### src/rtl/ifc_pkg.sv
package ifc_pkg;
  typedef enum logic [1:0] {
    ST_IDLE,
    ST_ISSUE,
    ST_COLLECT,
    ST_BYPASS_OUT
  } ifc_state_e;
endpackage

### src/rtl/ifc_uc_decode.sv
module ifc_uc_decode #(
  parameter int AW = 32,
  parameter int N_WIN = 2,
  parameter logic [N_WIN*AW-1:0] WIN_BASE = '0,
  parameter logic [N_WIN*AW-1:0] WIN_MASK = '0
) (
  input  logic [AW-1:0] addr,
  output logic          uncached
);
  logic [N_WIN-1:0] win_hit;

  for (genvar w = 0; w < N_WIN; w++) begin : g_win
    assign win_hit[w] = ((addr & WIN_MASK[w*AW +: AW]) == WIN_BASE[w*AW +: AW]);
  end

  assign uncached = |win_hit;
endmodule

### src/rtl/ifc_line_store.sv
module ifc_line_store #(
  parameter int AW = 32,
  parameter int DW = 32,
  parameter int LINE_WORDS = 4,
  parameter int NUM_LINES = 16
) (
  input  logic                                      clk,
  input  logic                                      rst_n,
  input  logic [$clog2(NUM_LINES)-1:0]              rd_index,
  input  logic [AW-$clog2(NUM_LINES)-$clog2(LINE_WORDS)-3:0] rd_tag,
  input  logic [$clog2(LINE_WORDS)-1:0]             rd_off,
  output logic                                      rd_hit,
  output logic [DW-1:0]                             rd_data,
  input  logic                                      fill_we,
  input  logic                                      fill_last,
  input  logic [$clog2(NUM_LINES)-1:0]              fill_index,
  input  logic [AW-$clog2(NUM_LINES)-$clog2(LINE_WORDS)-3:0] fill_tag,
  input  logic [$clog2(LINE_WORDS)-1:0]             fill_off,
  input  logic [DW-1:0]                             fill_data
);
  localparam int IDX_W = $clog2(NUM_LINES);
  localparam int OFF_W = $clog2(LINE_WORDS);
  localparam int TAG_W = AW - IDX_W - OFF_W - 2;

  logic [NUM_LINES-1:0] valid_q, valid_d;
  logic [TAG_W-1:0]     tag_q  [NUM_LINES];
  logic [DW-1:0]        data_q [NUM_LINES][LINE_WORDS];

  // A line is cleared by its first refill word and set by its last one.
  always_comb begin
    valid_d = valid_q;
    if (fill_we) valid_d[fill_index] = fill_last;
  end

  always_ff @(posedge clk or negedge rst_n) begin
    if (!rst_n) valid_q <= '0;
    else        valid_q <= valid_d;
  end

  always_ff @(posedge clk) begin
    if (fill_we) begin
      tag_q[fill_index]            <= fill_tag;
      data_q[fill_index][fill_off] <= fill_data;
    end
  end

  assign rd_hit  = valid_q[rd_index] && (tag_q[rd_index] == rd_tag);
  assign rd_data = data_q[rd_index][rd_off];

  // the line becomes usable only with its last refill word
  a_r4_valid_on_last: assert property (@(posedge clk) disable iff (!rst_n)
    fill_we && fill_last |=> valid_q[$past(fill_index)]);
  a_r4_invalid_mid_fill: assert property (@(posedge clk) disable iff (!rst_n)
    fill_we && !fill_last |=> !valid_q[$past(fill_index)]);
endmodule

### src/rtl/ifc_fsm.sv
module ifc_fsm
  import ifc_pkg::*;
#(
  parameter int AW = 32,
  parameter int DW = 32,
  parameter int LINE_WORDS = 4
) (
  input  logic                          clk,
  input  logic                          rst_n,
  input  logic                          fetch_req,
  input  logic [AW-1:0]                 fetch_addr,
  input  logic                          uncached,
  input  logic                          hit,
  output logic                          idle,
  output logic                          bypass_out,
  output logic [DW-1:0]                 bypass_data,
  output logic                          mem_req_valid,
  input  logic                          mem_req_ready,
  output logic [AW-1:0]                 mem_req_addr,
  output logic [$clog2(LINE_WORDS):0]   mem_req_len,
  input  logic                          mem_rsp_valid,
  input  logic [DW-1:0]                 mem_rsp_data,
  output logic                          fill_we,
  output logic                          fill_last,
  output logic [$clog2(LINE_WORDS)-1:0] fill_off
);
  localparam int OFF_W = $clog2(LINE_WORDS);
  localparam int LEN_W = OFF_W + 1;
  localparam int LOW_W = OFF_W + 2;

  ifc_state_e        state_q, state_d;
  logic [AW-1:0]     addr_q, addr_d;
  logic [LEN_W-1:0]  len_q, len_d;
  logic              byp_q, byp_d;
  logic [OFF_W-1:0]  cnt_q, cnt_d;
  logic [DW-1:0]     ucd_q;
  logic              launch, cnt_last, ucd_en;

  assign launch   = (state_q == ST_IDLE) && fetch_req && (uncached || !hit);
  assign cnt_last = (cnt_q == OFF_W'(LINE_WORDS - 1));
  assign ucd_en   = (state_q == ST_COLLECT) && mem_rsp_valid && byp_q;

  always_comb begin
    state_d = state_q;
    addr_d  = addr_q;
    len_d   = len_q;
    byp_d   = byp_q;
    cnt_d   = cnt_q;
    case (state_q)
      ST_IDLE: begin
        if (launch) begin
          state_d = ST_ISSUE;
          byp_d   = uncached;
          cnt_d   = '0;
          if (uncached) begin
            addr_d = {fetch_addr[AW-1:2], 2'b00};
            len_d  = LEN_W'(1);
          end else begin
            addr_d = {fetch_addr[AW-1:LOW_W], {LOW_W{1'b0}}};
            len_d  = LEN_W'(LINE_WORDS);
          end
        end
      end
      ST_ISSUE: begin
        if (mem_req_ready) state_d = ST_COLLECT;
      end
      ST_COLLECT: begin
        if (mem_rsp_valid) begin
          if (byp_q) begin
            state_d = ST_BYPASS_OUT;
          end else begin
            cnt_d = cnt_q + 1'b1;
            if (cnt_last) state_d = ST_IDLE;
          end
        end
      end
      default: state_d = ST_IDLE;
    endcase
  end

  always_ff @(posedge clk or negedge rst_n) begin
    if (!rst_n) begin
      state_q <= ST_IDLE;
      addr_q  <= '0;
      len_q   <= '0;
      byp_q   <= 1'b0;
      cnt_q   <= '0;
    end else begin
      state_q <= state_d;
      addr_q  <= addr_d;
      len_q   <= len_d;
      byp_q   <= byp_d;
      cnt_q   <= cnt_d;
    end
  end

  always_ff @(posedge clk) begin
    if (ucd_en) ucd_q <= mem_rsp_data;
  end

  assign idle          = (state_q == ST_IDLE);
  assign bypass_out    = (state_q == ST_BYPASS_OUT);
  assign bypass_data   = ucd_q;
  assign mem_req_valid = (state_q == ST_ISSUE);
  assign mem_req_addr  = addr_q;
  assign mem_req_len   = len_q;
  assign fill_we       = (state_q == ST_COLLECT) && mem_rsp_valid && !byp_q;
  assign fill_last     = cnt_last;
  assign fill_off      = cnt_q;

  // a pending request keeps its address and length
  a_r8_req_hold: assert property (@(posedge clk) disable iff (!rst_n)
    mem_req_valid && !mem_req_ready |=> mem_req_valid && $stable(mem_req_addr) && $stable(mem_req_len));
  // only the two legal lengths appear on the bus
  a_r3_len_legal: assert property (@(posedge clk) disable iff (!rst_n)
    mem_req_valid |-> (mem_req_len == LEN_W'(LINE_WORDS)) || (mem_req_len == LEN_W'(1)));
  // line reads start on a line boundary
  a_r3_line_aligned: assert property (@(posedge clk) disable iff (!rst_n)
    mem_req_valid && (mem_req_len == LEN_W'(LINE_WORDS)) |-> (mem_req_addr[LOW_W-1:0] == '0));
  // a bypass answer comes only after a response word
  a_r6_bypass_after_rsp: assert property (@(posedge clk) disable iff (!rst_n)
    $rose(bypass_out) |-> $past(mem_rsp_valid));
endmodule

### src/rtl/ifetch_cache.sv
module ifetch_cache #(
  parameter int AW = 32,
  parameter int DW = 32,
  parameter int LINE_WORDS = 4,
  parameter int NUM_LINES = 16,
  parameter int N_UC_WIN = 2,
  parameter logic [N_UC_WIN*AW-1:0] UC_BASE = {32'h0001_0000, 32'hF000_0000},
  parameter logic [N_UC_WIN*AW-1:0] UC_MASK = {32'hFFFF_0000, 32'hF000_0000}
) (
  input  logic                        clk,
  input  logic                        rst_n,
  input  logic                        fetch_req,
  input  logic [AW-1:0]               fetch_addr,
  output logic                        fetch_valid,
  output logic                        fetch_stall,
  output logic [DW-1:0]               fetch_data,
  output logic                        mem_req_valid,
  input  logic                        mem_req_ready,
  output logic [AW-1:0]               mem_req_addr,
  output logic [$clog2(LINE_WORDS):0] mem_req_len,
  input  logic                        mem_rsp_valid,
  input  logic [DW-1:0]               mem_rsp_data
);
  localparam int IDX_W = $clog2(NUM_LINES);
  localparam int OFF_W = $clog2(LINE_WORDS);
  localparam int TAG_W = AW - IDX_W - OFF_W - 2;
  localparam int IDX_LO = OFF_W + 2;
  localparam int TAG_LO = IDX_LO + IDX_W;

  logic             uncached, hit, idle, bypass_out;
  logic [DW-1:0]    bypass_data, rd_data;
  logic             fill_we, fill_last;
  logic [OFF_W-1:0] fill_off;
  logic             hit_ok;

  ifc_uc_decode #(
    .AW(AW), .N_WIN(N_UC_WIN), .WIN_BASE(UC_BASE), .WIN_MASK(UC_MASK)
  ) i_decode (
    .addr(fetch_addr), .uncached(uncached)
  );

  ifc_line_store #(
    .AW(AW), .DW(DW), .LINE_WORDS(LINE_WORDS), .NUM_LINES(NUM_LINES)
  ) i_store (
    .clk(clk), .rst_n(rst_n),
    .rd_index(fetch_addr[TAG_LO-1:IDX_LO]),
    .rd_tag(fetch_addr[AW-1:TAG_LO]),
    .rd_off(fetch_addr[IDX_LO-1:2]),
    .rd_hit(hit), .rd_data(rd_data),
    .fill_we(fill_we), .fill_last(fill_last),
    .fill_index(mem_req_addr[TAG_LO-1:IDX_LO]),
    .fill_tag(mem_req_addr[AW-1:TAG_LO]),
    .fill_off(fill_off), .fill_data(mem_rsp_data)
  );

  ifc_fsm #(
    .AW(AW), .DW(DW), .LINE_WORDS(LINE_WORDS)
  ) i_fsm (
    .clk(clk), .rst_n(rst_n),
    .fetch_req(fetch_req), .fetch_addr(fetch_addr),
    .uncached(uncached), .hit(hit),
    .idle(idle), .bypass_out(bypass_out), .bypass_data(bypass_data),
    .mem_req_valid(mem_req_valid), .mem_req_ready(mem_req_ready),
    .mem_req_addr(mem_req_addr), .mem_req_len(mem_req_len),
    .mem_rsp_valid(mem_rsp_valid), .mem_rsp_data(mem_rsp_data),
    .fill_we(fill_we), .fill_last(fill_last), .fill_off(fill_off)
  );

  assign hit_ok      = idle && !uncached && hit;
  assign fetch_valid = fetch_req && (hit_ok || bypass_out);
  assign fetch_stall = fetch_req && !fetch_valid;
  assign fetch_data  = bypass_out ? bypass_data : rd_data;

  // an answer from the array never coincides with bus traffic
  a_r2_hit_quiet_bus: assert property (@(posedge clk) disable iff (!rst_n)
    fetch_valid && !bypass_out |-> !mem_req_valid);
  // stall and valid never overlap
  a_r5_stall_excl: assert property (@(posedge clk) disable iff (!rst_n)
    !(fetch_valid && fetch_stall));
endmodule

### config.mk
export PLATFORM = sky130hd
export DESIGN_NAME = ifetch_cache
export DESIGN_NICKNAME = d
export VERILOG_FILES = /design/src/rtl/ifc_pkg.sv /design/src/rtl/ifc_uc_decode.sv /design/src/rtl/ifc_line_store.sv /design/src/rtl/ifc_fsm.sv /design/src/rtl/ifetch_cache.sv
export SDC_FILE = /design/constraint.sdc
export NUM_CORES = 2
export LEC_CHECK = 0
export BUFFER_PORTS_ARGS = -buffer_cell sky130_fd_sc_hd__buf_2
export CELL_PAD_IN_SITES_DETAIL_PLACEMENT = 1
export CELL_PAD_IN_SITES_GLOBAL_PLACEMENT = 2
export CORE_UTILIZATION = 30
export DETAILED_ROUTE_END_ITERATION = 7
export GPL_TIMING_DRIVEN = 0
export PLACE_DENSITY = 0.51
export SLEW_MARGIN = 20
export SYNTH_ARGS = -nofsm -noshare
export SYNTH_HDL_FRONTEND = slang
export SYNTH_SLANG_ARGS = --single-unit
### constraint.sdc
create_clock -name clk -period 9.5 [get_ports clk]
set_clock_uncertainty 0.1 [all_clocks]
set_input_delay 1.9 -clock clk [delete_from_list [all_inputs] [get_ports clk]]
set_output_delay 1.9 -clock clk [all_outputs]
set_load 0.01 [all_outputs]
# [After elaboration in Yosys (flattened, before gate mapping)]
# Memories as Yosys holds them, arrays and structs flattened.
# Cells that the tools add are included.
[word_totals] ff_bits=88 ramBits=2432 n_memories=2
[op_classes] add_sub_neg=1 n_lt_le_gt_ge=6 n_eq_ne=12 mux=26 n_bitwise=2 n_reduce_logical=24
[memory_table] memory="i_store.data_q" depth=16 word_bits=128 rd=1 rd_ports_with_merged_regs=0 wr=1 line="ifc_line_store.sv:27" rtl="logic [DW-1:0] data_q [NUM_LINES][LINE_WORDS];"
[memory_table] memory="i_store.tag_q" depth=16 word_bits=24 rd=1 rd_ports_with_merged_regs=0 wr=1 line="ifc_line_store.sv:26" rtl="logic [TAG_W-1:0] tag_q [NUM_LINES];"
[op_table] operator="two-way mux 128 bit" count=1
[op_table] operator="two-way mux 32 bit" count=4
[op_table] operator="binary-select mux 32 bit (select 2 bit)" count=1
[op_table] operator="demux 32 bit (select 2 bit)" count=1
[op_table] operator="== test 24 bit" count=1
[op_table] operator="bitwise mux 16 bit" count=1
[op_table] operator="== test 16 x 1 -> 1 bit (second input constant)" count=1
[op_table] operator="two-way mux 2 bit" count=8
[op_table] operator="logical AND 1 bit" count=12
[op_table] operator="less-than comparator 4 x 5 -> 1 bit (second input constant)" count=2
[op_table] operator="AND reduction 4 bit" count=2
[op_table] operator="== test 2 bit (second input constant)" count=3
[op_table] operator=">= comparator 3 bit (second input constant)" count=2
[op_table] operator="inverter 2 -> 3 bit" count=2
[op_table] operator="one-hot mux 2 bit (3 select lines)" count=1
[op_table] operator="binary-select mux 1 bit (select 4 bit)" count=1
[op_table] operator="demux 1 bit (select 4 bit)" count=1
[op_table] operator="== test 4 bit (second input constant)" count=1
[op_table] operator=">= comparator 4 x 1 -> 1 bit (second input constant)" count=1
[op_table] operator="zero test 1 bit" count=4
[op_table] operator="two-way mux 1 bit" count=4
[op_table] operator="two-way mux 4 bit" count=1
[op_table] operator="inequality test 2 x 1 -> 1 bit (second input constant)" count=2
[op_table] operator="inequality test 2 bit (second input constant)" count=2
[op_table] operator="11 further kinds" count=12

# [Longest topological paths before layout]
[logic_depth] ltp_word=9 depth_mapped=16 depth_no_buf=8

# [By module]
# From an unflattened synthesis, not the netlist that was laid out.
[hier_totals] hier_cells=3862 area_unflattened_um2=96508.8
[modules_own_cells] module="ifc_line_store" instances=1 cells_per_inst=3677 area_each_um2=93420.8 seq_area_each_um2=73430.4
[modules_own_cells] module="ifc_fsm" instances=1 cells_per_inst=139 area_each_um2=2464.9 seq_area_each_um2=1861.8
[modules_own_cells] module="ifetch_cache" instances=1 cells_per_inst=39 area_each_um2=560.5 seq_area_each_um2=0.0
[modules_own_cells] module="ifc_uc_decode" instances=1 cells_per_inst=7 area_each_um2=62.6 seq_area_each_um2=0.0

# [Worst setup path after synthesis]
# No wires, ideal clock.
[synth_path] path_type="input port to output port" start="input port fetch_addr[5]" end="output port fetch_data[0]" t_arrival_ns=5.245 t_required_ns=7.500 path_slack_ns=2.255 path_stages=11 n_path_buf=7 path_cell_list="buf_4 -> buf_2 -> buf_2 -> buf_4 -> clkbuf_1 -> clkbuf_1 -> buf_1 -> mux4_2 -> mux4_2 -> mux4_2 -> mux2_2"
[synth_between] elab_chain_cells=5
[synth_lines] element="start: declaration" line="ifetch_cache.sv:13" rtl="input logic [AW-1:0] fetch_addr,"
[synth_lines] element="memory (16 x 128 bit)"
[synth_lines] element="binary-select mux 32 bit (select 2 bit)" line="ifc_line_store.sv:48" rtl="assign rd_data = data_q[rd_index][rd_off];"
[synth_lines] element="two-way mux 32 bit (not written as such) (2 in a row)" line="ifc_line_store.sv:48"
[synth_lines] element="two-way mux 32 bit" line="ifetch_cache.sv:72" rtl="assign fetch_data = bypass_out ? bypass_data : rd_data;"
[synth_lines] element="end: declaration" line="ifetch_cache.sv:16" rtl="output logic [DW-1:0] fetch_data,"
# Every way passes these cells. The select of a mux whose other input is x is not followed.

# [Worst setup path in the final report]
[layout_path] start="input port fetch_addr[5]" end="output port fetch_data[23]"
# The elaborated chain is that of the path after synthesis.

==> impl_metrics.yaml <==
floorplanning:
  io_pins: 139
  start_util_pct: 30.1
  fp.dieH_um: 573
  die_width_um: 573
  dieArea_um2: 328000
  core-area_um2: 324000
  fp-row-count: 209
routing:
  routed_wl_um: 302000
  avgViaCountPerCell: 5.07
  post_drt_wl_per_cell_um: 33.0
  drc: 32
  num_vias: 46400
  drtAntennaViolNets: 0
  first_iter_violations: 4447
  firstDrtPassIters: 8
global_routing:
  grt_pass1_wl_um: 417000
  overflow: 0
  grt_pass1_vias: 49300
  grt_max_degree: 66
  antenna_found_initial: 10
  grtUsageTotal_pct: 18.3
synthesis:
  synth_top_family_by_area: "multiplexers"
  ys_seq_area_share_pct: 77.0
  syn_area_um2: 97800
  yosysUniqueCellTypes: 62
  synthSimpleGateAreaFrac_pct: 1.33
  ys.flop_type: "edfxtp_1"
  synth-edff-count: 2464
  synth_area_per_cell_um2: 23.9
  synth_cells: 4098
  ys_warn_count: 0
  synth_compound_area_share_pct: 1.50
  ys_seq_elements: 2516
  synth_mux_area_share_pct: 18.6
  synth-xor-area-share_pct: 0.179
  synthArstFlopShare_pct: 2.07
  synth_adder_area_share_pct: 0.0512
setup_path:
  r2r_cells: 10
  cp_data_arrival_time_ns: 7.28
  end_kind: "output port"
  cp.required_ns: 7.50
  cp-start-kind: "input pin"
  crit_end: "fetch_data[23]"
  critPathMaxFanout: 10
  rrSetupSlack_ns: 5.35
  r2r-end: "i_fsm.state_q[0]$_DFFE_PN0P_"
  reg2reg_from: "i_store.tag_q[14][13]$_DFFE_PP_"
  setup.worst_path.start: "fetch_addr[5]"
  path_class: "input pin to output port"
timing:
  hold_slack_ns: 0.407
  rsz0062_at_grt: "no"
  tns_ns: 0
  min_period_ns: 9.28
  clock.fmax_ghz: 0.108
  max-slew-margin-rel_pct: 25.2
  hold_viol_final: 0
  worst_pin_slew_ns: 1.12
  layout_setup_ws_ns: 0.216
  fin_crit_sh_pct: 97.7
  setup_viol: 0
  drv_slew: 0
status:
  status: "complete, but fails checks"
  violations: "DRC"
cells_and_area:
  n_fill_cell: 31200
  layout.nets: 4676
  syn_to_final_growth_pct: 17.4
  utilization_pct: 35.4
  drive_above_1_share_pct: 34.0
  stdcell_count: 9148
job:
  cap_violations: 0
power:
  worst_ir_drop_vdd_v: 0.000148
  cellPowerDensity_nw_per_um2: 225
  p_leak_nw: 35.7
clocking:
  cts_setup_buffers: 0
  cts_sinks: 2516
  clockBufferDepth: 4
  clkLatencyLatePin_ns: 0.86
  cts_hold_buffers: 0
  cts_tree: "built"
  cts-root-buf: "clkbuf_16"
  cts_buffers: 289
  cts_max_level: 5
  clk_pin_slew_ns: 0.05
placement:
  dp_slack_ns: -0.299
  hpwlAfterDp_um: 195000
  place_inst: 8637
  portBuffers: 128
  gp_congestion: 0.773
worst_hold_path:
  holdCritPathClass: "register to register"
[cells by family after synthesis]
kind of cell               count (synthesis)
AOI/OAI and AO/OA                        216
buffers and inverters                    249
xor gates and xnor gates                  20
and+or+nand+nor                          232
adders and majority gates                  4
DFF                                     2516
other                                      1
muxes                                    860
[per-stage QoR]
step	cell area, um^2	power [mW]
finish	115000	25.8
global route	115000	26.6
CTS	115000	26.1
detailed placement	106000	15.4
global placement	104000	15.3
floorplan	97800	14.1
[worst min path at each step]
stage | startpoint | slack, ns | depth (start not counted) | endpoint
CTS | i_store.valid_q[3]$_DFFE_PN0P_ | 0.41 | 1 | i_store.valid_q[3]$_DFFE_PN0P_
global placement | i_store.valid_q[14]$_DFFE_PN0P_ | 0.39 | 1 | i_store.valid_q[14]$_DFFE_PN0P_
global route | i_store.valid_q[1]$_DFFE_PN0P_ | 0.42 | 1 | i_store.valid_q[1]$_DFFE_PN0P_
floorplan | i_store.valid_q[10]$_DFFE_PN0P_ | 0.38 | 1 | i_store.valid_q[10]$_DFFE_PN0P_
finish | i_store.valid_q[3]$_DFFE_PN0P_ | 0.41 | 1 | i_store.valid_q[3]$_DFFE_PN0P_
detailed placement | i_store.valid_q[3]$_DFFE_PN0P_ | 0.40 | 1 | i_store.valid_q[3]$_DFFE_PN0P_
[worst max-delay path: stages]
cell      delay (ns)
buf_2           0.10
buf_4           0.26
buf_2           0.39
buf_2           0.38
buf_4           0.32
clkbuf_2        0.52
clkbuf_2        0.63
clkbuf_1        0.72
mux4_2          0.41
mux4_2          0.54
mux4_2          0.55
mux2_2          0.29
buf_2           0.20
[cells in the mapped netlist, drive strengths merged, types with 5 or more instances]
cell / count / area, um^2
a21boi: 29 / 218
a21oi: 41 / 205
a22oi: 13 / 97.6
and2: 65 / 407
and3: 33 / 206
buf: 119 / 822
clkbuf: 118 / 444
dfrtp: 52 / 1300
edfxtp: 2464 / 74000
inv: 11 / 41.3
mux2: 53 / 597
mux2i: 49 / 490
mux4: 758 / 17100
nand2: 30 / 113
nand2b: 13 / 81.3
nand3: 9 / 45.0
nand4: 9 / 56.3
nor2: 26 / 97.6
nor2b: 5 / 31.3
nor3: 17 / 85.1
nor4: 8 / 50.1
o211ai: 28 / 210
o21ai: 41 / 205
o31ai: 31 / 233
xnor2: 10 / 87.6
xor2: 10 / 87.6
[timing repair]
action                     4_1_cts  5_1_grt
gates cloned                     0        0
pin swaps                        0        0
resized for setup               16        5
setup endpoints to repair       32        2
[flip-flops by register name, indices dropped and copies added, names as in the netlist]
name,flops
i_store.data_q,2048
i_store.tag_q,384
i_fsm.bypass_data,32
i_fsm.mem_req_addr,30
i_store.valid_q,16
i_fsm.fill_off,2
i_fsm.mem_req_len,2
i_fsm.state_q,2
[routing by layer]
layer	wire length (um)	GRT usage, %
met5	0	0
met4	7350	4.65
met3	11400	2.15
met2	146000	29.8
met1	137000	26.0
[area by class of cell]
type / count / area, um^2 / share of cell area, %
tap: 4325 / 5410 / 4.72
buffer: 237 / 1360 / 1.19
multi-input combinational: 1335 / 21400 / 18.7
inverter: 12 / 45.0 / 0.0393
antenna: 6 / 15.0 / 0.0131
timing repair buffer: 212 / 2310 / 2.01
sequential: 2516 / 75300 / 65.6
clock buffer: 347 / 7600 / 6.62
clock inverter: 158 / 1280 / 1.12
[placed cells by master, fill, tap and decap left out, types with 14 or more instances in the layout]
master | synthesis | routed
a21boi_0 | 29 | 29
a21oi_1 | 41 | 41
and2_4 | 0 | 60
and3_1 | 33 | 32
buf_1 | 32 | 19
buf_12 | 4 | 41
buf_16 | 0 | 23
buf_2 | 17 | 120
buf_4 | 56 | 102
buf_6 | 9 | 19
bufinv_16 | 0 | 15
clkbuf_1 | 117 | 133
clkbuf_16 | 0 | 296
clkbuf_2 | 1 | 37
clkinv_1 | 1 | 65
clkinv_2 | 0 | 50
dfrtp_1 | 52 | 52
edfxtp_1 | 2464 | 2464
mux2_2 | 53 | 53
mux2i_1 | 49 | 49
mux4_2 | 758 | 758
nand2_1 | 30 | 30
nor2_1 | 26 | 14
o211ai_1 | 28 | 28
o21ai_0 | 41 | 41
o31ai_1 | 31 | 31
[where the power goes]
part | switching [mW] | total (mW) | internal, mW
Sequential | 0.418 | 13.1 | 12.6
Clock | 4.54 | 10.7 | 6.11
Combinational | 1.31 | 2.06 | 0.749
Total | 6.27 | 25.8 | 19.5
No activity file was read; power rests on OpenSTA's default activity.
